File: config.mk
export PLATFORM = sky130hd
export DESIGN_NAME = tsn_pool_alloc
export DESIGN_NICKNAME = d
export VERILOG_FILES = /design/src/rtl/tsn_pkg.sv /design/src/rtl/tsn_tag_rom.sv /design/src/rtl/tsn_first_pick.sv /design/src/rtl/tsn_tag_match.sv /design/src/rtl/tsn_pool_alloc.sv
export SDC_FILE = /design/constraint.sdc
export NUM_CORES = 1
export LEC_CHECK = 0
export ABC_AREA = 1
export BUFFER_PORTS_ARGS = -buffer_cell sky130_fd_sc_hd__buf_2
export CAP_MARGIN = 20
export CORE_MARGIN = 10
export CORE_UTILIZATION = 45
export DETAILED_ROUTE_END_ITERATION = 10
export SETUP_SLACK_MARGIN = 0.5
export SYNTH_ARGS = -nofsm -noshare
export SYNTH_HDL_FRONTEND = slang
export SYNTH_HIERARCHICAL = 1
export SYNTH_SLANG_ARGS = --single-unit
File: constraint.sdc
create_clock -name clk -period 12.95 [get_ports clk]
set_clock_uncertainty 0.1 [all_clocks]
set_input_delay 3.2375 -clock clk [delete_from_list [all_inputs] [get_ports clk]]
set_output_delay 3.2375 -clock clk [all_outputs]
set_load 0.005 [all_outputs]
File: src/rtl/tsn_pkg.sv
package tsn_pkg;

  localparam int TAG_W     = 8;
  localparam int TABLE_LEN = 46;

  // Preassigned tag code of slot i, generated from its pair number.
  function automatic logic [TAG_W-1:0] slot_tag(input int i);
    int p;
    int b;
    int base;
    p = i / 2;
    b = i % 2;
    if (p < 7)
      base = 'h04 + 8 * p;
    else if (p < 14)
      base = 'h88 + 16 * (p - 7);
    else if (p < 22)
      base = 'h08 + 16 * (p - 14);
    else
      base = 'h80;
    return TAG_W'(base + b);
  endfunction

endpackage

File: src/rtl/tsn_tag_rom.sv
module tsn_tag_rom
  import tsn_pkg::*;
#(
  parameter int NUM_SLOTS = 46
) (
  output logic [NUM_SLOTS-1:0][TAG_W-1:0] tags
);

  for (genvar g = 0; g < NUM_SLOTS; g++) begin : g_slot
    assign tags[g] = slot_tag(g);
  end

endmodule

File: src/rtl/tsn_first_pick.sv
module tsn_first_pick #(
  parameter int W = 46,
  localparam int IDX_W = (W > 1) ? $clog2(W) : 1
) (
  input  logic [W-1:0]     req,
  output logic [W-1:0]     onehot,
  output logic [IDX_W-1:0] idx,
  output logic             any
);

  always_comb begin
    idx = '0;
    any = 1'b0;
    for (int i = W - 1; i >= 0; i--) begin
      if (req[i]) begin
        idx = IDX_W'(i);
        any = 1'b1;
      end
    end
    onehot = '0;
    onehot[idx] = any;
  end

endmodule

File: src/rtl/tsn_tag_match.sv
module tsn_tag_match
  import tsn_pkg::*;
#(
  parameter int NUM_SLOTS = 46
) (
  input  logic [NUM_SLOTS-1:0][TAG_W-1:0] tags,
  input  logic [NUM_SLOTS-1:0]            active,
  input  logic [TAG_W-1:0]                key,
  output logic [NUM_SLOTS-1:0]            hit
);

  for (genvar g = 0; g < NUM_SLOTS; g++) begin : g_cmp
    assign hit[g] = active[g] && (tags[g] == key);
  end

endmodule

File: src/rtl/tsn_pool_alloc.sv
module tsn_pool_alloc
  import tsn_pkg::*;
#(
  parameter int NUM_SLOTS  = 46,
  parameter int DEF_ACTIVE = 28,
  parameter int MIN_ACTIVE = 28,
  localparam int CNT_W = $clog2(NUM_SLOTS + 1),
  localparam int IDX_W = $clog2(NUM_SLOTS)
) (
  input  logic             clk,
  input  logic             rst,
  input  logic             init,
  input  logic [CNT_W-1:0] init_count,
  input  logic             alloc,
  input  logic             rel_req,
  input  logic [TAG_W-1:0] rel_tag,
  output logic             rsp_valid,
  output logic [TAG_W-1:0] rsp_tag,
  output logic             rsp_busy,
  output logic             none_free,
  output logic             cfg_bad
);

  logic [NUM_SLOTS-1:0]            used_q, used_n;
  logic [CNT_W-1:0]                cnt_q, cnt_n;
  logic [NUM_SLOTS-1:0]            act_q, act_n;
  logic [NUM_SLOTS-1:0][TAG_W-1:0] tags;
  logic [NUM_SLOTS-1:0]            free_vec, rel_hit;
  logic [NUM_SLOTS-1:0]            pick_oh, rel_oh;
  logic [IDX_W-1:0]                pick_idx, rel_idx;
  logic                            pick_any, rel_any;
  logic                            cnt_ok;

  tsn_tag_rom #(.NUM_SLOTS(NUM_SLOTS)) u_rom (.tags(tags));

  // Active masks for the current and the next count.
  for (genvar g = 0; g < NUM_SLOTS; g++) begin : g_act
    assign act_q[g] = (cnt_q > CNT_W'(g));
    assign act_n[g] = (cnt_n > CNT_W'(g));
  end

  assign free_vec = act_q & ~used_q;

  tsn_first_pick #(.W(NUM_SLOTS)) u_alloc_pick (
    .req(free_vec), .onehot(pick_oh), .idx(pick_idx), .any(pick_any)
  );

  tsn_tag_match #(.NUM_SLOTS(NUM_SLOTS)) u_match (
    .tags(tags), .active(act_q), .key(rel_tag), .hit(rel_hit)
  );

  tsn_first_pick #(.W(NUM_SLOTS)) u_rel_pick (
    .req(rel_hit), .onehot(rel_oh), .idx(rel_idx), .any(rel_any)
  );

  assign cnt_ok = (init_count >= CNT_W'(MIN_ACTIVE)) &&
                  (init_count <= CNT_W'(NUM_SLOTS));

  always_comb begin
    used_n = used_q;
    cnt_n  = cnt_q;
    if (init) begin
      used_n = '0;
      cnt_n  = cnt_ok ? init_count : CNT_W'(DEF_ACTIVE);
    end else begin
      if (rel_req && rel_any)
        used_n = used_n & ~rel_oh;
      if (alloc && pick_any)
        used_n = used_n | pick_oh;
    end
  end

  always_ff @(posedge clk) begin
    if (rst) begin
      used_q    <= '0;
      cnt_q     <= CNT_W'(DEF_ACTIVE);
      cfg_bad   <= 1'b0;
      rsp_valid <= 1'b0;
      rsp_busy  <= 1'b0;
      rsp_tag   <= '0;
      none_free <= 1'b0;
    end else begin
      used_q    <= used_n;
      cnt_q     <= cnt_n;
      none_free <= ~|(act_n & ~used_n);
      rsp_valid <= !init && alloc && pick_any;
      rsp_busy  <= !init && alloc && !pick_any;
      if (init)
        cfg_bad <= !cnt_ok;
      if (!init && alloc && pick_any)
        rsp_tag <= tags[pick_idx];
    end
  end

endmodule

# Word level (Yosys, flattened, before mapping)
# Memories as Yosys holds them, arrays and structs flattened. A register that Yosys moved wholly into a read port is not among the register bits.
# Index checks and enable logic that the tools add are counted.
[op_classes] n_addsub=0 n_mul=0 n_div=0 n_lt_le_gt_ge=98 eq_ne=46 n_shift=0 n_mux=194 n_bitwise=9 n_reduce_logical=59
[op_table] cell="$mux W6" count=94
[op_table] cell="$and A46 B46 Y46" count=5
[op_table] cell="$gt A6 B5 Y1 const B" count=32
[op_table] cell="$mux W46" count=4
[op_table] cell="$gt A6 B6 Y1 const B" count=28
[op_table] cell="$not A46 Y46" count=3
[op_table] cell="$eq A8 B8 Y1 const A" count=16
[op_table] cell="$gt A6 B4 Y1 const B" count=16
[op_table] cell="$mux W1" count=94
[op_table] cell="$eq A6 B8 Y1 const A" count=10
[op_table] cell="$eq A7 B8 Y1 const A" count=8
[op_table] cell="$logic_and A1 B1 Y1" count=54
[op_table] cell="$eq A5 B8 Y1 const A" count=6
[op_table] cell="$gt A6 B3 Y1 const B" count=8
[op_table] cell="$or A46 B46 Y46" count=1
[op_table] cell="$reduce_or A46 Y1" count=1
[op_table] cell="$eq A4 B8 Y1 const A" count=4
[op_table] cell="$gt A6 B1 Y1 const B" count=4
[op_table] cell="$gt A6 B2 Y1 const B" count=4
[op_table] cell="$eq A3 B8 Y1 const A" count=2
[op_table] cell="$lt A6 B7 Y1 const B" count=2
[op_table] cell="$demux W1 S6" count=2
[op_table] cell="$ge A6 B1 Y1 const B" count=2
[op_table] cell="$ge A6 B5 Y1 const B" count=1
[op_table] cell="other kinds (2)" count=5
[word_totals] reg_bits=56 latch_bits=0 ram_bits=0 mem_bits_ro=512 inputBits=19 out_inout_bits=12 word_cells=413 memories=1
[memory_table] memory="(name not given)" depth=64 width=8 read_ports=1 rd_clocked_by_memory_dff=1 wr=0 line="tsn_pool_alloc.sv:91" text="rsp_tag <= tags[pick_idx];"

# Depth between registers and ports, before layout
[depth] word_depth=64 depth_mapped=70 depth_no_buf=69

# Cells and area by module
# Netlist, hierarchy kept.
[modules_own_cells] mod="tsn_pool_alloc" instances=1 cells_per_inst=1416 area_each_um2=7529.7 seq_area_each_um2=1281.2
[modules_own_cells] mod="tsn_tag_match" instances=1 cells_per_inst=1494 area_each_um2=6281.0 seq_area_each_um2=0.0
[modules_own_cells] mod="tsn_tag_rom" instances=1 cells_per_inst=370 area_each_um2=2770.2 seq_area_each_um2=0.0
[modules_own_cells] mod="tsn_first_pick" instances=2 cells_per_inst=231 area_each_um2=1052.3 seq_area_each_um2=0.0

# Worst setup path after synthesis
# No wires, ideal clock.
[synth_timing] path_kind="input -> register" start="in rel_tag[3]" end="reg none_free" setup_time_ps=111 arrival_ps=6977 required_time_ps=12739 path_slack_ps=5761 cell_stages=66 n_path_buf=3 path_cell_list="buf_4 > inv_2 > buf_4 > buf_6 > nand2_1 > nand2_1 > nor2_1 > nand3_1 > nor2_1 > bufinv_8 > nand2_1 > nand2_1 > nand2_1 > nand2_1 > nand2_1 > nand2_1 > nand2_1 > nand2_1 > [30 not listed] > nand2_2 > nand2_4 > nand2_4 > nand2_4 > nor2_1 > nand2_1 > nand3_1 > o21ai_0 > a21oi_1 > nor2_1 > nand2_1 > nand2_1 > nand2_1 > nand2_1 > nand3_1 > nor2_1 > nand3_1 > nor2_1"
[synth_between] elab_cells_between_ends=202 classes_between="order compare: 2; eq/ne: 46; mux: 98; bitwise: 6; reduce/logical: 50"
[synth_lines] item="from (decl)" line="tsn_pool_alloc.sv:16" text="input logic [TAG_W-1:0] rel_tag,"
[synth_lines] item="$eq A7 B8 Y1 (*)" line="tsn_tag_match.sv:13" text="assign hit[g] = active[g] && (tags[g] == key);"
[synth_lines] item="$logic_and A1 B1 Y1 (*)" line="tsn_tag_match.sv:13"
[synth_lines] item="net rel_hit[40]" line="tsn_pool_alloc.sv:28" text="logic [NUM_SLOTS-1:0] free_vec, rel_hit;"
[synth_lines] item="$mux W6 (41 in series)" line="tsn_first_pick.sv:15" text="if (req[i]) begin"
[synth_lines] item="$lt A6 B7 Y1 (implied by the code) or $ge A6 B1 Y1 (tied branches)" line="tsn_first_pick.sv:21" text="onehot[idx] = any;"
[synth_lines] item="$logic_and A1 B1 Y1 (implied by the code)" line="tsn_first_pick.sv:21"
[synth_lines] item="$mux W1 (implied by the code)" line="tsn_first_pick.sv:21"
[synth_lines] item="$demux W1 S6"
[synth_lines] item="[1 not listed]"
[synth_lines] item="net rel_oh[14]" line="tsn_pool_alloc.sv:29" text="logic [NUM_SLOTS-1:0] pick_oh, rel_oh;"
[synth_lines] item="[3 not listed]"
[synth_lines] item="$mux W46 (*)" line="tsn_pool_alloc.sv:62" text="if (init) begin"
[synth_lines] item="$or A46 B46 Y46" line="tsn_pool_alloc.sv:69" text="used_n = used_n | pick_oh;"
[synth_lines] item="$mux W46 (*)" line="tsn_pool_alloc.sv:68" text="if (alloc && pick_any)"
[synth_lines] item="$mux W46 (*)" line="tsn_pool_alloc.sv:62"
[synth_lines] item="$not A46 Y46 (*)" line="tsn_pool_alloc.sv:85" text="none_free <= ~|(act_n & ~used_n);"
[synth_lines] item="$and A46 B46 Y46 (*)" line="tsn_pool_alloc.sv:85"
[synth_lines] item="$reduce_or A46 Y1 (*)" line="tsn_pool_alloc.sv:85"
[synth_lines] item="$logic_not A1 Y1 (*)" line="tsn_pool_alloc.sv:85"
[synth_lines] item="to (signal assigned)" line="tsn_pool_alloc.sv:85"
[synth_lines] item="to (decl)" line="tsn_pool_alloc.sv:20" text="output logic none_free,"
# The timed path passes the listed nets; every way through them passes the cells marked *. The select of a mux whose other input is x is not followed.
# A chain may end at the register's enable or synchronous reset.

# Final worst setup path
[layout_timing] start="in rel_tag[5]" end="reg none_free"
# The elaborated chain is that of the path after synthesis.

==> results.yml <==
global_route:
  grtUsageTotal_pct: 25.51
  antenna_found_initial: 2
  overflow: 0
  grt_pass1_wl_um: 103000
  grt_pass1_vias: 18540
  grt_max_degree: 150
min_path:
  min_path_cells: 2
  whs_endpoint: "used_q[15]"
  hp-class: "reg2reg"
  min-delay-start: "used_q[15]"
setup_path:
  cp_num_buf_inv: 6
  critical_path_class: "in2reg"
  start_kind: "input pin"
  slowest_stage: "buf_4"
  r2r_cells: 58
  r2r_start: "cnt_q[3]"
  crit_family: "simple AND/OR/NAND/NOR gates"
  r2r-end: "rsp_tag[1]"
  required_ns: 13.15
  slowest_delay_ns: 0.52
  cp_data_arrival_time_ns: 8.89
  cp_common_cell: "nand2_1"
  end_kind: "register"
  critPathMaxFanout: 39
  worst-r2r-setup-slack_ns: 5.58
floorplan:
  rows: 74
  ios: 31
  dieArea_um2: 50060
  coreArea_um2: 40920
  die_width_um: 223.8
  fp.dieH_um: 223.8
  initial_utilization_pct: 45.65
pwr:
  combPwrFrac_pct: 47.2
  pwr-share-clk_pct: 31.3
  p_per_area_nw_per_um2: 53.16
  swShare_pct: 45.41
  power.switching_uw: 432.2
  ir_drop_mv: 0.04897
  cellInternalPower_uw: 519.6
  p_leak_uw: 0.009657
  seqPwrFrac_pct: 21.5
sta:
  setup_viol: 0
  hold_violations: 0
  tightest_slew_ns: 1.161
  setup-tns-final_ns: 0
  grt_setup_unrepaired: "false"
  period_share_pct: 67.11
  slew_headroom_pct: 22.30
  final_max_slew_viol_count: 0
  post-route-min-period_ns: 8.691
  fmax_mhz: 115.1
clock_network:
  htreeDepth: 3
  post-cts-setup-buffers: 0
  cts.hold.buffers_added: 0
  cts.sinks: 64
  cts_tree: "built"
  clk_path_buf_depth: 2
  ctsResizeCount: 0
  root_buffer: "clkbuf_16"
  insertion_delay_ns: 0.36
  cts_buffers: 9
  clk_pin_slew_ns: 0.07
routing:
  wl_met1_um: 29030
  antenna_left: 0
  first_pass_iters: 6
  top_layer: "met5"
  wl_met2_um: 27990
  post-route-drc-count: 0
  vias_per_cell: 4.991
  wl_per_cell_um: 16.00
  num_vias: 20810
  drt-initial-drc-count: 2465
  wl_met3_um: 7057
  wl_um: 66690
run:
  maxCapViolCount: 0
synth:
  syn_inst: 3741
  yosys_warnings: 6
  synth_area_um2: 18680
  syn_area_per_cell_um2: 4.994
cells_and_area:
  areaGrowthSynthToFinish_pct: -4.159
  design_area_um2: 17900
  insertedDiodeCount: 0
  drive_above_1_share_pct: 4.179
  fin_nets: 3651
placed_design:
  place_area_um2: 17560
  portBuffers: 30
  place_congestion: 0.9737
  hpwl_um: 48500
run_status:
  status: "complete, no violations"
per-stage QoR:
stage          instances  setup WS (ns)  utilization [%]  hold WS (ns)  power [uW]
2_1_floorplan       4107          5.772                -        0.3601       618.1
3_3_place_gp        4153          4.096            42.91        0.4204       634.5
3_5_place_dp        4153          4.076            42.91        0.4201       632.6
4_1_cts             4169          4.456            43.75        0.4293       928.8
5_1_grt             4169          3.602            43.75        0.4493        1015
6_report            4169          4.259            43.75        0.4297       951.9
layout by cell type (no fill, tap or decap), drive strengths merged, types with 55 or more instances in the layout:
cell and instances:
dfxtp 64, o22ai 95, xnor2 68, o21ai 308
nor2 733, nand2 1106, inv 478, conb 368
buf 55, nand3 141, a21oi 68
flip-flops by register name, summed over array words and instances, names as in the netlist:
signal	flops
cnt_q	6
cfg_bad	1
rsp_tag	8
used_q	46
rsp_valid	1
none_free	1
rsp_busy	1
power groups by stage:
| stage | Combinational (uW) | Clock, uW | Sequential, uW |
|---|---|---|---|
| 3_5_place_dp | 424 | 0 | 209 |
| 5_1_grt | 503 | 307 | 205 |
| 6_report | 449 | 298 | 205 |
| 2_1_floorplan | 412 | 0 | 206 |
| 3_3_place_gp | 426 | 0 | 209 |
| 4_1_cts | 425 | 300 | 204 |
final cells by class:
class | instances | area, um^2
clock inverter | 7 | 118.9
sequential | 64 | 1281
timing repair buffer | 55 | 350.3
tap | 532 | 665.6
inverter | 493 | 1997
clock buffer | 9 | 225.2
multi-input combinational | 3009 | 13270
fill | 4787 | 23020
worst min-delay path, stage by stage, from the launching register on:
cell	delay (ns)
dfxtp_1	0.33
nand2_1	0.08
a21oi_1	0.07
worst max-delay path by stage:
stage               start        end  slack (ns)  cells after the start
5_1_grt        rel_tag[5]  none_free        3.60                     66
6_report       rel_tag[5]  none_free        4.26                     65
3_5_place_dp   rel_tag[5]  none_free        4.08                     65
4_1_cts        rel_tag[5]  none_free        4.46                     65
3_3_place_gp   rel_tag[5]  none_free        4.10                     65
2_1_floorplan  rel_tag[3]  none_free        5.77                     66
metal layers:
| metal | up-vias | global-route usage (%) |
|---|---|---|
| li1 | 10640 | - |
| met2 | 931 | 39.19 |
| met3 | 146 | 5.274 |
| met5 | - | 0 |
| met1 | 9091 | 34.04 |
| met4 | 4 | 10.35 |
Note: power is estimated with default switching activity, not from simulation.
